## config.mk

```make
export PLATFORM = sky130hd
export DESIGN_NAME = user_return_finalizer
export DESIGN_NICKNAME = d
export VERILOG_FILES = /design/src/rtl/ufin_pkg.sv /design/src/rtl/ufin_path_decode.sv /design/src/rtl/ufin_target_check.sv /design/src/rtl/user_return_finalizer.sv
export SDC_FILE = /design/constraint.sdc
export NUM_CORES = 1
export LEC_CHECK = 0
export BUFFER_PORTS_ARGS = -buffer_cell sky130_fd_sc_hd__buf_2
export CAP_MARGIN = 20
export CORE_AREA = 2 2 517 519
export DETAILED_ROUTE_END_ITERATION = 8
export DIE_AREA = 0 0 519 521
export PLACE_DENSITY = 0.3
export SLEW_MARGIN = 10
export SYNTH_ARGS = -nofsm -noshare
export SYNTH_HDL_FRONTEND = slang
export SYNTH_HIERARCHICAL = 1
export SYNTH_SLANG_ARGS = --single-unit
```

## constraint.sdc

```tcl
create_clock -name clk -period 5.5 [get_ports clk]
set_clock_uncertainty 0.15 [all_clocks]
set_input_delay 0.55 -clock clk [delete_from_list [all_inputs] [get_ports clk]]
set_output_delay 0.55 -clock clk [all_outputs]
set_load 0.02 [all_outputs]
```

## src/rtl/ufin_pkg.sv

```systemverilog
package ufin_pkg;

  localparam int unsigned XLEN = 64;

  typedef struct packed {
    logic [31:0] base;
    logic [19:0] limit;
    logic [3:0]  typ;
    logic        s;
    logic [1:0]  dpl;
    logic        p;
    logic        l;
    logic        db;
    logic        g;
  } seg_desc_t;

  localparam int unsigned DESC_W = $bits(seg_desc_t);

  typedef enum logic [1:0] {
    PATH_FAST64 = 2'd0,
    PATH_COMPAT = 2'd1,
    PATH_TABLE  = 2'd2
  } ret_path_e;

  typedef enum logic [1:0] {
    FLT_NONE = 2'd0,
    FLT_GP   = 2'd1,
    FLT_CP   = 2'd2
  } fault_e;

  // Flat user code segment; long_mode picks L=1/D=0 or L=0/D=1.
  function automatic seg_desc_t fixed_cs(input logic long_mode);
    seg_desc_t d;
    d.base  = '0;
    d.limit = 20'hFFFFF;
    d.typ   = 4'd11;
    d.s     = 1'b1;
    d.dpl   = 2'd3;
    d.p     = 1'b1;
    d.l     = long_mode;
    d.db    = ~long_mode;
    d.g     = 1'b1;
    return d;
  endfunction

  function automatic seg_desc_t fixed_ss();
    seg_desc_t d;
    d.base  = '0;
    d.limit = 20'hFFFFF;
    d.typ   = 4'd3;
    d.s     = 1'b1;
    d.dpl   = 2'd3;
    d.p     = 1'b1;
    d.l     = 1'b0;
    d.db    = 1'b1;
    d.g     = 1'b1;
    return d;
  endfunction

  // True when every bit from vbits-1 upward matches bit vbits-1.
  function automatic logic is_canonical(input logic [XLEN-1:0] a, input int unsigned vbits);
    logic [XLEN-1:0] hi;
    logic [XLEN-1:0] ones;
    hi   = a >> (vbits - 1);
    ones = {XLEN{1'b1}} >> (vbits - 1);
    return (hi == '0) || (hi == ones);
  endfunction

  function automatic logic [31:0] scaled_limit(input logic [19:0] lim, input logic gran);
    return gran ? {lim, 12'hFFF} : {12'h000, lim};
  endfunction

endpackage

```

## src/rtl/ufin_path_decode.sv

```systemverilog
module ufin_path_decode
  import ufin_pkg::*;
#(
  parameter int unsigned SEL_W    = 16,
  parameter int unsigned CS64_OFF = 16,
  parameter int unsigned SS_OFF   = 8
) (
  input  logic [SEL_W-1:0] cs_sel,
  input  logic [SEL_W-1:0] ss_sel,
  input  logic [SEL_W-1:0] base,
  output ret_path_e        path,
  output logic             null_fault
);
  logic [SEL_W-1:0] cs64_sel;
  logic [SEL_W-1:0] ss_fast_sel;
  logic             hit64;
  logic             hitc;

  assign cs64_sel    = base + SEL_W'(CS64_OFF);
  assign ss_fast_sel = base + SEL_W'(SS_OFF);
  assign hit64       = (cs_sel == cs64_sel) && (ss_sel == ss_fast_sel);
  assign hitc        = (cs_sel == base) && (ss_sel == ss_fast_sel);

  always_comb begin
    if (hit64)     path = PATH_FAST64;
    else if (hitc) path = PATH_COMPAT;
    else           path = PATH_TABLE;
  end

  assign null_fault = (path == PATH_TABLE) &&
                      ((cs_sel[SEL_W-1:2] == '0) || (ss_sel[SEL_W-1:2] == '0));
endmodule

```

## src/rtl/ufin_target_check.sv

```systemverilog
module ufin_target_check
  import ufin_pkg::*;
#(
  parameter int unsigned VA_BITS = 48
) (
  input  logic            cs_long,
  input  logic            cs_gran,
  input  logic [19:0]     cs_limit,
  input  logic [XLEN-1:0] rip,
  input  logic [XLEN-1:0] rsp,
  input  logic            ush_en,
  input  logic            ssh_en,
  input  logic [31:0]     ussp_hi,
  input  logic [XLEN-1:0] cur_ssp,
  input  logic [XLEN-1:0] evt_ssp0,
  output logic [XLEN-1:0] fin_rip,
  output logic [XLEN-1:0] fin_rsp,
  output logic            canon_bad,
  output logic            limit_bad,
  output logic            ussp_bad,
  output logic            cp_bad,
  output fault_e          kind
);
  logic compat;

  assign compat    = ~cs_long;
  assign fin_rip   = compat ? {32'h0, rip[31:0]} : rip;
  assign fin_rsp   = compat ? {32'h0, rsp[31:0]} : rsp;
  assign canon_bad = cs_long && !is_canonical(rip, VA_BITS);
  assign limit_bad = compat && (rip[31:0] > scaled_limit(cs_limit, cs_gran));
  assign ussp_bad  = ush_en && compat && (ussp_hi != 32'h0);
  assign cp_bad    = ssh_en && (cur_ssp != evt_ssp0);

  always_comb begin
    if (canon_bad || limit_bad || ussp_bad) kind = FLT_GP;
    else if (cp_bad)                        kind = FLT_CP;
    else                                    kind = FLT_NONE;
  end
endmodule

```

## src/rtl/user_return_finalizer.sv

```systemverilog
module user_return_finalizer
  import ufin_pkg::*;
#(
  parameter int unsigned SEL_W    = 16,
  parameter int unsigned VA_BITS  = 48,
  parameter int unsigned CS64_OFF = 16,
  parameter int unsigned SS_OFF   = 8,
  parameter int unsigned TF_BIT   = 8
) (
  input  logic               clk,
  input  logic               rst_n,
  input  logic               start,
  input  logic [63:0]        fr_rip,
  input  logic [SEL_W-1:0]   fr_cs_sel,
  input  logic [SEL_W-1:0]   fr_ss_sel,
  input  logic [63:0]        fr_rflags,
  input  logic [63:0]        fr_rsp,
  input  logic               fr_pend_db,
  input  logic               fr_nmi_unblk,
  input  logic [SEL_W-1:0]   sel_base,
  input  logic               ush_en,
  input  logic               ssh_en,
  input  logic [63:0]        user_ssp,
  input  logic [63:0]        cur_ssp,
  input  logic [63:0]        evt_ssp0,
  input  logic [63:0]        gs_base_in,
  input  logic [63:0]        kgs_base_in,
  output logic               tbl_req,
  output logic [SEL_W-1:0]   tbl_cs_sel,
  output logic [SEL_W-1:0]   tbl_ss_sel,
  input  logic               tbl_ack,
  input  logic               tbl_fault,
  input  logic [SEL_W-1:0]   tbl_fault_sel,
  input  logic [62:0]        tbl_cs_desc,
  input  logic [62:0]        tbl_ss_desc,
  output logic               done,
  output logic               fault_vld,
  output logic [1:0]         fault_kind,
  output logic [SEL_W-1:0]   fault_err,
  output logic [63:0]        out_rip,
  output logic [63:0]        out_rsp,
  output logic [63:0]        out_rflags,
  output logic [SEL_W-1:0]   out_cs_sel,
  output logic [SEL_W-1:0]   out_ss_sel,
  output logic [62:0]        out_cs_desc,
  output logic [62:0]        out_ss_desc,
  output logic [1:0]         out_cpl,
  output logic [63:0]        out_gs_base,
  output logic [63:0]        out_kgs_base,
  output logic [63:0]        out_ssp,
  output logic               ssp_load,
  output logic               nmi_unblock,
  output logic               pend_db
);
  typedef enum logic [1:0] {S_IDLE, S_DECODE, S_WAIT, S_FIN} st_e;

  st_e                st_q;
  logic [63:0]        rip_q, rsp_q, rflags_q;
  logic [SEL_W-1:0]   cs_q, ss_q;
  logic               pend_q, nmi_q;
  seg_desc_t          cs_d_q, ss_d_q;

  // Named internal events for the checker
  ret_path_e          path;
  logic               null_fault;
  logic [63:0]        fin_rip, fin_rsp;
  logic               canon_bad, limit_bad, ussp_bad, cp_bad;
  fault_e             chk_kind;
  logic               commit_ev;

  ufin_path_decode #(
    .SEL_W(SEL_W), .CS64_OFF(CS64_OFF), .SS_OFF(SS_OFF)
  ) u_dec (
    .cs_sel(cs_q), .ss_sel(ss_q), .base(sel_base),
    .path(path), .null_fault(null_fault)
  );

  ufin_target_check #(.VA_BITS(VA_BITS)) u_chk (
    .cs_long(cs_d_q.l), .cs_gran(cs_d_q.g), .cs_limit(cs_d_q.limit),
    .rip(rip_q), .rsp(rsp_q),
    .ush_en(ush_en), .ssh_en(ssh_en), .ussp_hi(user_ssp[63:32]),
    .cur_ssp(cur_ssp), .evt_ssp0(evt_ssp0),
    .fin_rip(fin_rip), .fin_rsp(fin_rsp),
    .canon_bad(canon_bad), .limit_bad(limit_bad),
    .ussp_bad(ussp_bad), .cp_bad(cp_bad), .kind(chk_kind)
  );

  assign tbl_req    = (st_q == S_WAIT);
  assign tbl_cs_sel = cs_q;
  assign tbl_ss_sel = ss_q;
  assign commit_ev  = (st_q == S_FIN) && (chk_kind == FLT_NONE);

  always_ff @(posedge clk or negedge rst_n) begin
    if (!rst_n) begin
      st_q <= S_IDLE;
      rip_q <= '0; rsp_q <= '0; rflags_q <= '0;
      cs_q <= '0; ss_q <= '0; pend_q <= 1'b0; nmi_q <= 1'b0;
      cs_d_q <= '0; ss_d_q <= '0;
      done <= 1'b0; fault_vld <= 1'b0; fault_kind <= FLT_NONE; fault_err <= '0;
      out_rip <= '0; out_rsp <= '0; out_rflags <= '0;
      out_cs_sel <= '0; out_ss_sel <= '0; out_cs_desc <= '0; out_ss_desc <= '0;
      out_cpl <= 2'd0; out_gs_base <= '0; out_kgs_base <= '0; out_ssp <= '0;
      ssp_load <= 1'b0; nmi_unblock <= 1'b0; pend_db <= 1'b0;
    end else begin
      done        <= 1'b0;
      ssp_load    <= 1'b0;
      nmi_unblock <= 1'b0;
      pend_db     <= 1'b0;
      unique case (st_q)
        S_IDLE: if (start) begin
          rip_q <= fr_rip; rsp_q <= fr_rsp; rflags_q <= fr_rflags;
          cs_q <= fr_cs_sel; ss_q <= fr_ss_sel;
          pend_q <= fr_pend_db; nmi_q <= fr_nmi_unblk;
          st_q <= S_DECODE;
        end
        S_DECODE: begin
          unique case (path)
            PATH_FAST64: begin
              cs_d_q <= fixed_cs(1'b1); ss_d_q <= fixed_ss(); st_q <= S_FIN;
            end
            PATH_COMPAT: begin
              cs_d_q <= fixed_cs(1'b0); ss_d_q <= fixed_ss(); st_q <= S_FIN;
            end
            default: begin
              if (null_fault) begin
                done <= 1'b1; fault_vld <= 1'b1;
                fault_kind <= FLT_GP; fault_err <= '0;
                st_q <= S_IDLE;
              end else begin
                st_q <= S_WAIT;
              end
            end
          endcase
        end
        S_WAIT: if (tbl_ack) begin
          if (tbl_fault) begin
            done <= 1'b1; fault_vld <= 1'b1;
            fault_kind <= FLT_GP; fault_err <= tbl_fault_sel;
            st_q <= S_IDLE;
          end else begin
            cs_d_q <= tbl_cs_desc; ss_d_q <= tbl_ss_desc;
            st_q <= S_FIN;
          end
        end
        S_FIN: begin
          done <= 1'b1;
          st_q <= S_IDLE;
          fault_kind <= chk_kind;
          fault_err  <= '0;
          if (chk_kind != FLT_NONE) begin
            fault_vld <= 1'b1;
          end else begin
            fault_vld    <= 1'b0;
            out_rip      <= fin_rip;
            out_rsp      <= fin_rsp;
            out_rflags   <= rflags_q;
            out_cs_sel   <= cs_q;
            out_ss_sel   <= ss_q;
            out_cs_desc  <= cs_d_q;
            out_ss_desc  <= ss_d_q;
            out_cpl      <= 2'd3;
            out_gs_base  <= kgs_base_in;
            out_kgs_base <= gs_base_in;
            if (ush_en) begin
              out_ssp  <= user_ssp;
              ssp_load <= 1'b1;
            end
            nmi_unblock <= nmi_q;
            pend_db     <= pend_q & rflags_q[TF_BIT];
          end
        end
        default: st_q <= S_IDLE;
      endcase
    end
  end
endmodule

```

==> results of run 1 <==
final cells by class:
type / count / area share, %
Timing Repair Buffer: 1919 / 21.9
Sequential cell: 920 / 39.4
Antenna cell: 33 / 0.141
Inverter: 64 / 0.412
Clock inverter: 44 / 1.23
Clock buffer: 180 / 6.06
Tap cell: 3533 / 7.57
Multi-Input combinational cell: 1414 / 23.2
what timing repair did:
item / in CTS / in global routing
buffers inserted: 0 / 0
hold buffers: 563 / 0
endpoints found under the hold margin: 616 / 0
report_power, final:
group          leakage [µW]  total (µW)  internal, µW  switching, µW
clock               0.00208        8520          5100           3420
sequential           0.0113       12300          9820           2440
combinational        0.0143       11400          4900           6480
total                0.0277       32200         19800          12300
worst register-to-register path, delay by kind of cell (launching register included):
kind	cells	cell delay, ns
adders and majority gates	1	0.37
DFF	1	0.79
buffers and inverters	2	0.59
and+or+nand+nor	6	1.55
AOI/OAI and AO/OA	1	0.41
muxes	1	0.46
state kept, by name (all words and copies together), names as in the netlist, 2 cells and up:
signal	flops
out_gs_base	64
out_kgs_base	64
out_rflags	64
out_rip	64
out_rsp	64
out_ssp	64
rflags_q	64
rip_q	64
rsp_q	64
cs_d_q	63
out_cs_desc	63
out_ss_desc	63
ss_d_q	63
fault_err	16
out_cs_sel	16
out_ss_sel	16
tbl_cs_sel	16
tbl_ss_sel	16
fault_kind	2
st_q	2
metrics by stage:
| step | utilization (%) | power, µW | setup slack [ns] | cell area, µm² | std cells |
|---|---|---|---|---|---|
| after CTS | 22.0 | 33100 | 0.988 | 58300 | 8074 |
| final | 22.1 | 32200 | 1.07 | 58400 | 8107 |
| after floorplan | - | 18500 | 1.58 | 38100 | 2599 |
| after global placement | 18.3 | 23800 | 0.961 | 48400 | 7287 |
| after global routing | 22.1 | 34200 | 0.714 | 58300 | 8090 |
| after detailed placement | 18.3 | 23900 | 1.00 | 48400 | 7287 |
worst paths after layout:
path | start | end
max | cs_d_q[0] | out_ss_desc[57]
min in group asynchronous | rst_n | out_rflags[33]
max in group asynchronous | rst_n | out_rip[25]
min | tbl_fault | ss_d_q[2]
max reg2reg | cs_d_q[0] | out_ss_desc[57]
min reg2reg | nmi_q | nmi_unblock
metal layers:
layer / GRT usage [%] / part of all wire, % / wire length [µm] / up-vias
met4: 3.60 / 2.8 / 5120 / 72
met5: 0 / 0.25 / 468 / -
met2: 22.7 / 49 / 90100 / 1033
met1: 15.5 / 40 / 73600 / 14085
li1: - / - / - / 12928
met3: 4.70 / 8.0 / 14700 / 294
==> key figures, run 1 <==
Floorplanning
  – Die area: 0.270 mm²
  – Starting density of the core: 14.4%
  – Core ar.: 0.264 mm²
  – Num rows: 189
  – Die X-Extent: 519 µm
  – IO Count: 1311
  – Die H: 521 µm

CTS
  – H-tree Lvls: 3
  – CTS tree: yes
  – Clk_lat worst skew: 0.79 ns
  – Clock Tree Buf Depth: 3
  – Post_cts resized: 0
  – Num CTS Buffers: 120
  – Clock Root Buffer: clkbuf_16
  – Clock Sinks: 920
  – CTS clk-pin slew, worst paths: 0.07 ns

Timing
  – WHS: 0.139 ns
  – Min cycle time layout: 4.43 ns
  – Slew headroom: 35.4%
  – Final setup viols: 0
  – Slew at the pin closest to its max-slew limit: 0.969 ns
  – Fmax: 226 MHz
  – Pins Over Slew Limit: 0
  – RSZ-0062 raised after global routing: false
  – Final Hold Viols: 0
  – Final Cycle Share: 80.5%
  – Setup tns final: 0 ns

Critical path
  – Crit-path slowest cell: dfrtp_2
  – CP Data Required Time: 5.99 ns
  – Reg-to-reg slack, setup: 1.07 ns
  – Worst-path fanout max: 69
  – Endpoint type of the worst setup path: register
  – Max stage delay on crit path: 0.79 ns
  – Critical path start-end classification: reg2reg
  – Buf+Inv Stages, Crit Path: 2
  – WP data arrival: 4.92 ns
  – Worst r2r path cells: 11
  – Crit-path cells: nand2_1 -> ha_1 -> nand4_2 -> nor4_1 -> nand2_1 -> o41a_1 -> and3_1 -> and4bb_4 -> buf_12 -> buf_12 -> mux2_2
  – Crit start category: register
  – Critical path's top delay family: simple AND/OR/NAND/NOR gates
  – Levels on crit path: 11

Routing
  – DRT Pass-1 Iters: 6
  – Wirelength per Cell: 22.7 µm
  – Antenna violation net count after detailed routing: 0
  – DR iter-0 viols: 924
  – Via/cell ratio: 3.50
  – Detailed Route WL: 184000 µm
  – Remaining DRCs: 0
  – DR vias: 28412

Global route
  – Vias in the first global route: 30662
  – Initial antenna violation count: 104
  – GRT Total Usage: 13.2%
  – First-pass GRT wire length: 254000 µm
  – Overflow after GRT: 0
  – Largest net degree at the start of global routing: 124

Power
  – PD cells: 551 mW/mm²
  – Worst vdd ir: 0.000299 V
  – Static Leakage: 0.0277 µW

Status
  – Status: finished, final reports clean

Logic synthesis
  – Syn Inst Count: 2599
  – Post-Syn Nets: 3344
  – Avg Cell Area, Syn: 14.7 µm²
  – Synth Warn #: 6
  – Cell Area, Synth: 0.0381 mm²

Finish
  – Most frequent cells in the layout: 1309 x buf_2, 918 x dfrtp_1, 769 x mux2_2, 563 x dlygate4sd3_1, 121 x clkbuf_16
  – Final nets: 5184
  – Share of cells above drive strength 1: 51.6%
  – Most common cell after layout, fill and taps aside: buf_2
  – Layout filler cell count: 28713
  – Multi-input gate area: 0.0136 mm²
  – Sequential cell area: 0.0230 mm²
  – Layout overhead on the synthesized area: 53.2%

Flow run
  – Max-cap viol count: 0

Place
  – IO buf count: 1310
  – RePlAce Congestion: 0.862
  – DP HPWL: 143000 µm

Worst hold path
  – Hold Crit Class: in2reg
  – Worst hold stages: 3
Note: power is estimated with default switching activity, not from simulation.
==> run 2: changes to the inputs <==
Settings changed: ABC_AREA set to 1, CORE_AREA 2 2 517 519 to 2 2 514 516, DIE_AREA 0 0 519 521 to 0 0 516 518.
Clock period 5.5 ns to 4.55 ns, I/O delays scaled along.
==> run 2 against run 1 <==
Against the previous run:
- register-to-register slack worse by 0.32 ns
- sequential power increased by 16%
- routed wire length up 10%
- critical path depth rose by 6
- synthesized area rose by 4.9%
- clock-buffer cell count up 25
==> key figures, run 2 <==
Timing
  – Final Cycle Share: 83.4% (+2.9 points)
  – Final Hold Viols: 0 (unchanged)
  – Slew at the pin closest to its max-slew limit: 1.06 ns (+0.0936 ns)
  – Final setup viols: 0 (unchanged)
  – Setup tns final: 0 ns (unchanged)
  – Min cycle time layout: 3.80 ns (-0.633 ns)
  – Pins Over Slew Limit: 0 (unchanged)
  – Fmax: 263 MHz (+17%)
  – RSZ-0062 raised after global routing: false
  – Slew headroom: 29.1% (-6.2 points)

Global route
  – First-pass GRT wire length: 288000 µm (+13%)
  – Vias in the first global route: 39036 (+27%)
  – Initial antenna violation count: 72 (-31%)
  – Overflow after GRT: 0 (unchanged)
  – Largest net degree at the start of global routing: 140 (+13%)
  – GRT Total Usage: 14.7% (+1.5 points)

Critical path
  – Worst-path fanout max: 71 (+2.9%)
  – Levels on crit path: 17 (+6)
  – Max stage delay on crit path: 0.45 ns (-0.34 ns)
  – Crit-path slowest cell: dfrtp_1
  – Reg-to-reg slack, setup: 0.75 ns (-0.32 ns)
  – Critical path start-end classification: reg2reg
  – WP data arrival: 4.32 ns (-0.60 ns)
  – Crit start category: register
  – Reg2reg end: out_cs_sel[13]
  – End of the critical path: out_cs_sel[13]
  – Endpoint type of the worst setup path: register
  – Buf+Inv Stages, Crit Path: 3 (+1)
  – Critical path's top delay family: simple AND/OR/NAND/NOR gates
  – Worst reg2reg path startpoint: cs_d_q[0]
  – Crit path launch: cs_d_q[0]
  – Crit-path cells: buf_12 -> mux2i_1 -> ha_1 -> nand2_1 -> nor3_1 -> nand3_1 -> nor2_1 -> nor2_1 -> nand2_2 -> nand2_2 -> nor2_2 -> nor2_1 -> nand2_4 -> buf_12 -> buf_4 -> nand2_1 -> nand2_1
  – CP Data Required Time: 5.07 ns (-0.92 ns)
  – Worst r2r path cells: 17 (+6)

Routing
  – Via/cell ratio: 3.64 (+3.9%)
  – DR iter-0 viols: 1924 (+110%)
  – DRT Pass-1 Iters: 5 (-1)
  – Wirelength per Cell: 19.8 µm (-13%)
  – Antenna violation net count after detailed routing: 0 (unchanged)
  – DR vias: 37211 (+31%)
  – Detailed Route WL: 202000 µm (+10%)
  – Remaining DRCs: 0 (unchanged)

Place
  – IO buf count: 1310 (unchanged)
  – RePlAce Congestion: 0.874 (+1.4%)
  – DP HPWL: 152000 µm (+6.3%)
  – Placed cells: 9384 (+29%)

Finish
  – Most common cell after layout, fill and taps aside: nand2_1
  – Share of cells above drive strength 1: 25.0% (-27 points)
  – Most frequent cells in the layout: 2393 x nand2_1, 1309 x buf_2, 919 x dfrtp_1, 565 x dlygate4sd3_1, 352 x inv_1
  – Final nets: 7319 (+41%)
  – Layout overhead on the synthesized area: 50.4%
  – Fin cells: 10218 (+26%)

CTS
  – Clk_lat worst skew: 0.79 ns (about the same)
  – CTS tree: yes
  – Post-CTS setup buffer count: 0 (unchanged)
  – Clock Root Buffer: clkbuf_16
  – Clock Sinks: 920 (unchanged)
  – Clock Tree Buf Depth: 4 (+1)
  – H-tree Lvls: 4 (+1)
  – Num CTS Buffers: 138 (+15%)
  – CTS clk-pin slew, worst paths: 0.06 ns (about the same)

Logic synthesis
  – Avg Cell Area, Syn: 8.37 µm² (-43%)
  – Syn Inst Count: 4778 (+84%)
  – Post-Syn Nets: 5523 (+65%)
  – Synth Warn #: 6 (unchanged)
  – Cell Area, Synth: 0.0400 mm² (+4.9%)

Power
  – Total power: 39000 µW (+21%)
  – Worst vdd ir: 0.000244 V (-18%)
  – Static Leakage: 0.0328 µW (+18%)
  – PD cells: 649 mW/mm² (+18%)

Floorplanning
  – Starting density of the core: 15.3% (+0.87 points)
  – Num rows: 188 (-0.53%)
  – Die H: 518 µm (-0.58%)
  – Core ar.: 0.262 mm² (-1.1%)
  – Die area: 0.267 mm² (-1.2%)
  – Die X-Extent: 516 µm (-0.58%)
  – IO Count: 1311 (unchanged)

Worst hold path
  – Hold Crit Class: in2reg

Flow run
  – Max-cap viol count: 0 (unchanged)

Status
  – Status: finished, final reports clean
[run 2: power breakdown]
part           internal [µW]  switching (µW)  total, µW  leakage [µW]
combinational           4740            9580      14300        0.0189
clock                   6280            4150      10400       0.00210
sequential             11700            2590      14300        0.0117
total                  22700           16300      39000        0.0328
[run 2: timing repair]
item,CTS,global route
hold buffers,565,0
resized for setup,0,0
hold endpoints to repair,599,0
[run 2: layer usage]
metal | vias to the layer above | part of all wire, % | GRT usage [%]
met5 | - | 0.19 | 0
met3 | 291 | 9.0 | 5.72
met4 | 58 | 2.2 | 3.65
li1 | 18181 | - | -
met2 | 1095 | 47 | 24.6
met1 | 17586 | 42 | 17.6
[run 2: cell type report]
cell class,instances,area (µm²)
antenna,36,90.1
clock buffer,205,4000
clock inverter,28,300
fill,29354,201000
inverter,362,1370
multi-input combinational,3196,13800
sequential,920,23000
tap,3515,4400
timing repair buffer,1956,13200
[run 2: metrics by stage]
stage                     util (%)  cell area, µm²  setup slack [ns]  hold WS (ns)
after floorplan                  -           40000              1.63       0.00941
after global placement        19.2           50100             0.764         0.299
after detailed placement      19.2           50100             0.764         0.302
after CTS                     23.0           60100             0.688        0.0561
after global routing          23.0           60100             0.397        0.0764
final                         23.0           60200             0.754        0.0839
[run 2: worst min-delay path by stage]
stage / startpoint / end / cells past startpoint
2_1_floorplan: rst_n / cs_d_q[0] / 0
3_3_place_gp: rsp_q[19] / out_rsp[19] / 2
3_5_place_dp: ss_d_q[47] / out_ss_desc[47] / 2
4_1_cts: ssh_en / fault_kind[1] / 5
5_1_grt: ssh_en / fault_kind[1] / 5
6_report: ssh_en / fault_kind[1] / 5
[run 2: tightest hold or removal path: stages]
cell     delay [ns]
buf_2          0.12
nand2_2        0.06
nor2_2         0.04
nand2_1        0.21
nand2_1        0.09
